===== src/rtl/crq_pkg.sv =====
package crq_pkg;
  typedef struct packed {
    logic wrEn;
    logic rdEn;
    logic dropEn;
  } crq_strobe_t;
endpackage


===== src/rtl/crq_ctrl.sv =====
module crq_ctrl
  import crq_pkg::*;
#(
  parameter int DROP_W = 16
) (
  input  logic              clk,
  input  logic              rstN,
  input  logic              putValid,
  input  logic              getStrobe,
  input  logic              dropClear,
  input  logic              isEmpty,
  input  logic              isFull,
  output crq_strobe_t       strobe,
  output logic [DROP_W-1:0] dropCount
);
  localparam logic [DROP_W-1:0] DROP_MAX = '1;

  // A get is served first, so a full queue frees a slot for a simultaneous put.
  always_comb begin
    strobe.rdEn   = getStrobe && !isEmpty;
    strobe.wrEn   = putValid && (!isFull || strobe.rdEn);
    strobe.dropEn = putValid && isFull && !strobe.rdEn;
  end

  // Saturating tally of discarded bytes; clear has priority.
  always_ff @(posedge clk) begin
    if (!rstN || dropClear) begin
      dropCount <= '0;
    end else if (strobe.dropEn && dropCount != DROP_MAX) begin
      dropCount <= dropCount + 1'b1;
    end
  end
endmodule


===== src/rtl/crq_datapath.sv =====
module crq_datapath
  import crq_pkg::*;
#(
  parameter int DEPTH  = 16,
  parameter int DATA_W = 8
) (
  input  logic              clk,
  input  logic              rstN,
  input  crq_strobe_t       strobe,
  input  logic [DATA_W-1:0] putData,
  output logic [DATA_W-1:0] getData,
  output logic              getValid,
  output logic              isEmpty,
  output logic              isFull
);
  localparam int ADDR_W = $clog2(DEPTH);

  generate
    if (DEPTH < 2 || (DEPTH & (DEPTH - 1)) != 0) begin : g_depthCheck
      $error("DEPTH must be a power of two of at least 2");
    end
  endgenerate

  logic [DATA_W-1:0] storage [DEPTH];
  logic [ADDR_W-1:0] headIdx;
  logic [ADDR_W-1:0] tailIdx;
  logic [ADDR_W-1:0] tailNext;

  // Power-of-two depth lets the index wrap by natural overflow.
  assign tailNext = tailIdx + 1'b1;
  assign isEmpty  = (headIdx == tailIdx);
  assign isFull   = (headIdx == tailNext);

  always_ff @(posedge clk) begin
    if (strobe.wrEn) begin
      storage[tailIdx] <= putData;
    end
  end

  always_ff @(posedge clk) begin
    if (!rstN) begin
      headIdx  <= '0;
      tailIdx  <= '0;
      getData  <= '0;
      getValid <= 1'b0;
    end else begin
      getValid <= strobe.rdEn;
      if (strobe.wrEn) begin
        tailIdx <= tailNext;
      end
      if (strobe.rdEn) begin
        getData <= storage[headIdx];
        headIdx <= headIdx + 1'b1;
      end
    end
  end
endmodule


===== src/rtl/char_ring_queue.sv =====
module char_ring_queue
  import crq_pkg::*;
#(
  parameter int DEPTH  = 16,
  parameter int DATA_W = 8,
  parameter int DROP_W = 16
) (
  input  logic              clk,
  input  logic              rstN,
  input  logic              putValid,
  input  logic [DATA_W-1:0] putData,
  input  logic              getStrobe,
  input  logic              dropClear,
  output logic [DATA_W-1:0] getData,
  output logic              getValid,
  output logic              isEmpty,
  output logic              isFull,
  output logic [DROP_W-1:0] dropCount
);
  crq_strobe_t strobe;

  crq_ctrl #(.DROP_W(DROP_W)) u_ctrl (
    .clk       (clk),
    .rstN      (rstN),
    .putValid  (putValid),
    .getStrobe (getStrobe),
    .dropClear (dropClear),
    .isEmpty   (isEmpty),
    .isFull    (isFull),
    .strobe    (strobe),
    .dropCount (dropCount)
  );

  crq_datapath #(.DEPTH(DEPTH), .DATA_W(DATA_W)) u_dp (
    .clk      (clk),
    .rstN     (rstN),
    .strobe   (strobe),
    .putData  (putData),
    .getData  (getData),
    .getValid (getValid),
    .isEmpty  (isEmpty),
    .isFull   (isFull)
  );
endmodule


===== config.mk =====
export PLATFORM = sky130hd
export DESIGN_NAME = char_ring_queue
export DESIGN_NICKNAME = d
export VERILOG_FILES = /design/src/rtl/crq_pkg.sv /design/src/rtl/crq_ctrl.sv /design/src/rtl/crq_datapath.sv /design/src/rtl/char_ring_queue.sv
export SDC_FILE = /design/constraint.sdc
export NUM_CORES = 1
export LEC_CHECK = 0
export CORE_MARGIN = 4
export CORE_UTILIZATION = 63
export DETAILED_ROUTE_END_ITERATION = 12
export GPL_TIMING_DRIVEN = 0
export PLACE_DENSITY = 0.95
export RECOVER_POWER = 100
export SETUP_SLACK_MARGIN = 0.2
export SLEW_MARGIN = 20
export SYNTH_ARGS = -nofsm -noshare
export SYNTH_HDL_FRONTEND = slang
export SYNTH_SLANG_ARGS = --single-unit

===== constraint.sdc =====
create_clock -name clk -period 5.81 [get_ports clk]
set_clock_uncertainty 0.15 [all_clocks]
set_input_delay 0.8715 -clock clk [delete_from_list [all_inputs] [get_ports clk]]
set_output_delay 0.8715 -clock clk [all_outputs]
set_load 0.02 [all_outputs]

Word-level counts from Yosys, hierarchy flattened
Memory sizes are Yosys's and may differ from the RTL's. A register that Yosys moved wholly into a read port is not among the register bits.
Cells that the tools add are included.
{"block": "word_totals", "ram_bits": 128, "latch_bits": 0, "mem_bits_ro": 0, "ff_bits": 25, "n_memories": 1}
{"name": "u_dp.storage", "depth": 16, "width": 8, "read_ports": 1, "rd_clocked_by_memory_dff": 1, "write_ports": 1, "line": "crq_datapath.sv:24", "source": "logic [DATA_W-1:0] storage [DEPTH];"}
{"block": "classes", "order_cmp": 0, "eq_ne": 3, "shifts": 0, "n_addsub": 3, "reduce_logical": 12, "muxes": 2, "bitwise": 0, "mul": 0, "div_mod_pow": 0}
{"cell": "$add A16 B1 Y16 const B", "count": 1}
{"cell": "$ne A16 B16 Y1 const B", "count": 1}
{"cell": "$add A4 B1 Y4 const B", "count": 2}
{"cell": "$eq A4 B4 Y1", "count": 2}
{"cell": "$logic_and A1 B1 Y1", "count": 5}
{"cell": "$logic_not A1 Y1", "count": 5}
{"cell": "$logic_or A1 B1 Y1", "count": 2}
{"cell": "$mux W1", "count": 2}

Logic depth before layout (Yosys ltp)
{"block": "depth", "word_depth": 7, "ltp_mapped": 9, "ltp_nobuf": 7}

Modules after synthesis
From an unflattened synthesis, not the netlist that was laid out.
{"block": "unflattened", "hier_cells": 432, "hier_area_um2": 6767.7}
{"module": "crq_datapath", "instances": 1, "cells_each": 318, "seq_area_each_um2": 4184.0, "area_per_inst_um2": 5808.1}
{"module": "crq_ctrl", "instances": 1, "cells_each": 114, "seq_area_each_um2": 320.3, "area_per_inst_um2": 959.7}

Worst setup path before layout
No wires, ideal clock.
{"block": "synth_timing", "kind": "reg2reg", "start": "register u_dp.tailIdx[0]", "end": "memory u_dp.storage[0][0] (enable)", "path_buffers": 0, "stages_incl_launch_ff": 8, "t_required_ps": 5277, "period_less_slack_ps": 2805, "setup_ps": 383, "t_arrival_ps": 2271, "slack_ps": 3005, "path_cell_list": "dfxtp_1 > inv_1 > ha_1 > xor2_1 > nor2_2 > a31oi_1 > nand2_1 > nor3_1"}
{"block": "synth_via", "elab_chain_len": 7}
{"item": "from (decl)", "line": "crq_datapath.sv:26", "source": "logic [ADDR_W-1:0] tailIdx;"}
{"item": "from (signal assigned)", "line": "crq_datapath.sv:49", "source": "tailIdx <= tailNext;"}
{"item": "$add A4 B1 Y4", "line": "crq_datapath.sv:30", "source": "assign tailNext = tailIdx + 1'b1;"}
{"item": "named net u_dp.tailNext[0]", "line": "crq_datapath.sv:27", "source": "logic [ADDR_W-1:0] tailNext;"}
{"item": "$eq A4 B4 Y1", "line": "crq_datapath.sv:32", "source": "assign isFull = (headIdx == tailNext);"}
{"item": "$logic_not A1 Y1", "line": "crq_ctrl.sv:21", "source": "strobe.wrEn = putValid && (!isFull || strobe.rdEn);"}
{"item": "$logic_or A1 B1 Y1", "line": "crq_ctrl.sv:21"}
{"item": "$logic_and A1 B1 Y1", "line": "crq_ctrl.sv:21"}
{"item": "$mux W1", "line": "crq_datapath.sv:35", "source": "if (strobe.wrEn) begin"}
{"item": "$mux W1 (implied by the code)", "line": "crq_datapath.sv:36", "source": "storage[tailIdx] <= putData;"}
{"item": "to (decl)", "line": "crq_datapath.sv:24"}
The timed path passes the listed nets, and every way through them passes these cells.

Final worst setup path
{"block": "layout_timing", "start": "register u_dp.tailIdx[0]", "end": "output port isFull"}
{"block": "layout_via", "elab_chain_len": 2}
{"item": "$add A4 B1 Y4", "line": "crq_datapath.sv:30"}
{"item": "named net u_dp.tailNext[0]", "line": "crq_datapath.sv:27"}
{"item": "$eq A4 B4 Y1", "line": "crq_datapath.sv:32"}
{"item": "to (decl)", "line": "char_ring_queue.sv:17", "source": "output logic isFull,"}
The timed path passes the listed nets, and every way through them passes these cells.

==> results by group <==
Floorplanning
  – Cell Rows: 37
  – Core area: 10,300 sq um
  – Initial Util: 64.5%
  – Die Y-Extent: 111 um
  – Die area: 12,200 sq um
  – Number of I/O pins: 40
  – Chip Width: 111 um

Synthesis
  – Post-Syn Instances: 414
  – Flops & latches, synth: 161
  – FFs w/ async S/R, synth: 0%
  – Syn Std Cell Area: 6630 sq um
  – Post-synth EDFFs: 128
  – Synth area leaders: edfxtp_1 58%, mux4_2 11%, dfxtp_1 10%
  – Mean Syn Cell Area: 16.0 sq um
  – Most numerous cell in the Yosys netlist: edfxtp_1
  – Register area share after synthesis: 68.0%
  – Top_reg_cell synth: edfxtp_1
  – Area leader, netlist: edfxtp_1
  – Syn_nets: 433
  – Synth top cells by count: 128 x edfxtp_1, 33 x dfxtp_1, 32 x mux4_2
  – Ys Warns: 0
  – Unique masters post-synth: 44
  – Synth top area share: 58.0%

Layout
  – Fill count: 554
  – Number of antenna diodes: 0
  – Fin nets: 491
  – Final Util: 75.0%
  – Seq. cell area: 4500 sq um
  – Syn-to-layout area delta: 16.3%
  – Footprint of the multi-input gates: 1960 sq um
  – Layout cells sized above 1: 15.7%

Clock network
  – Post-CTS setup buffer count: 0
  – H-tree depth: 4
  – Root buffer cell: clkbuf_8
  – Number of CTS-inserted buffers: 17
  – Cts hold-fix bufs: 0
  – Post-CTS sizing: 0
  – CTS tree: done
  – Clock-pin slew on the worst setup and hold paths: 70 ps
  – Clock buffer depth: 2
  – Sink Count: 161
  – Worst-Skew Late Latency: 530 ps

Timing
  – Fin Setup TNS: 0 ps
  – Max Slew Vio Count: 0
  – Endpoints failing setup: 0
  – Fmax: 260 MHz
  – Worst slew pin tran: 1440 ps
  – Fin. Hold Viols: 0
  – Final Critical Period: 3840 ps
  – Unrepaired setup endpoints after global routing: false
  – Final WS setup: 1970 ps
  – Worst slew margin: 3.44%
  – Share of the clock period used by the worst path: 66.1%

Critical path
  – FF-to-FF setup slack: 2060 ps
  – Reg2reg start: u_dp.tailIdx[0]
  – WP data arrival: 2820 ps
  – Req. time, crit path: 4790 ps
  – Worst Path Max Fanout: 7
  – Critical Path Start Type: flop
  – Reg2reg end: u_dp.storage[0][6]
  – Worst reg2reg path depth: 7
  – Worst setup EP type: primary output
  – Crit path kind: reg -> out

Routing
  – Vias per cell: 6.71
  – Pre-Repair DR Iteration Count: 5
  – Remaining antenna violation count: 0
  – # DRC: 0
  – Final wirelength: 15.1 mm
  – DR iter-0 viols: 513
  – Via count of the routed design: 4,170
  – WL/cell: 24.3 um

Pwr
  – Switch Pwr: 0.000821 W
  – Clock network power share: 35.0%
  – Internal power: 0.00215 W
  – Power share of the combinational group: 20.2%
  – VDD IR-drop max: 314 uV
  – Power per cell area: 385 nW/um^2
  – Share of power burned in registers: 44.8%
  – LEAKAGE: 2.55 nW
  – Sw Ratio: 27.6%

Worst hold path
  – Hold EP: u_dp.getData[2]
  – Hold Path Cell Cnt: 2
  – Hold crit path type: reg -> reg
  – Worst Hold Launch: u_dp.getData[2]

Place
  – Pre-CTS WS: 2100 ps
  – DP HPWL: 9.26 mm
  – Port Buffer Count: 39
  – Gpl congestion: 0.866

Outcome
  – Status: completed

Global routing
  – Largest net degree at the start of global routing: 17
  – Total track usage: 25.8%
  – Initial antenna violation count: 0
  – Number of global-route vias before repair: 4,012
  – First-pass GRT wire length: 23.6 mm
  – Total grt overflow: 0

Run
  – Max-cap violations: 0
## power groups by stage
stage / registers [W] / logic, W / clock network, W
detailed placement: 0.00135 / 0.000603 / 0
global placement: 0.00135 / 0.000578 / 0
CTS: 0.00133 / 0.000622 / 0.00105
finish: 0.00133 / 0.000601 / 0.00104
floorplan: 0.00137 / 0.000404 / 0
global route: 0.00133 / 0.000643 / 0.00111
## registers in the layout, indices dropped and copies added, names as in the netlist
register and flops:
u_ctrl.dropCount 16, u_dp.storage 128, u_dp.getData 8, u_dp.tailIdx 4, u_dp.headIdx 4, u_dp.getValid 1
## metrics by stage
step | power (W) | cells | hold slack, ps | area (sq um)
final | 0.00297 | 621 | 323 | 7710
after global routing | 0.00309 | 621 | 364 | 7710
after CTS | 0.00300 | 621 | 324 | 7740
after detailed placement | 0.00195 | 589 | 314 | 7190
after global placement | 0.00192 | 589 | 312 | 7190
after floorplan | 0.00177 | 414 | 395 | 6630
## kinds of logic (layout without fill, tap and decap cells)
logic type	Yosys count	in the layout	share of synthesized area, %
compound gates	62	62	6.55
flops	161	161	68.0
buf+inv	30	101	2.19
simple gates	108	108	8.76
fa+ha+maj	6	6	1.13
xor+xnor	12	12	2.06
mux	35	35	11.3
## worst max-delay path by stage
stage,depth (start not counted),slack (ps),from,to
after floorplan,7,3010,u_dp.tailIdx[0],u_dp.storage[0][0]
after global placement,5,2150,getStrobe,u_dp.storage[1][3]
after detailed placement,5,2100,getStrobe,u_dp.storage[0][4]
after CTS,7,2090,u_dp.tailIdx[0],isFull
after global routing,7,1860,u_dp.tailIdx[0],isFull
final,7,1970,u_dp.tailIdx[0],isFull
## cells in the final DEF, fill, tap and decap left out, types with 11 or more instances in the layout
cell	n
mux4_2	32
dfxtp_1	33
o31ai_1	11
dlygate4sd3_1	37
a22o_1	16
nor2_1	27
or4_1	12
clkbuf_1	14
clkbuf_16	16
a21oi_1	16
nand2_1	24
edfxtp_1	128
## final cells by class
cell class | count | area share, %
multi-input combinational | 223 | 25.4
sequential | 161 | 58.4
inverter | 6 | 0.292
clock inverter | 14 | 1.69
buffer | 24 | 1.48
timing repair buffer | 39 | 5.06
tap | 136 | 2.21
clock buffer | 18 | 5.42
## critical path, stage by stage (launching register included)
cell and delay, ps:
dfxtp_1 500, inv_1 150, ha_1 370, xor2_1 170, nor2_1 270, nand2_1 80
nor2_1 80, dlygate4sd3_1 670
## routing by layer
| metal | routed length, um | GRT usage [%] | share of wire, % | up-vias |
|---|---|---|---|---|
| met3 | 1190 | 5.48 | 7.9 | 57 |
| met1 | 5720 | 34.2 | 38 | 2048 |
| met5 | 0 | 0 | 0 | - |
| met2 | 7710 | 42.2 | 51 | 294 |
| li1 | - | - | - | 1771 |
| met4 | 502 | 10.0 | 3.3 | 0 |
Note: power is estimated with default switching activity, not from simulation.
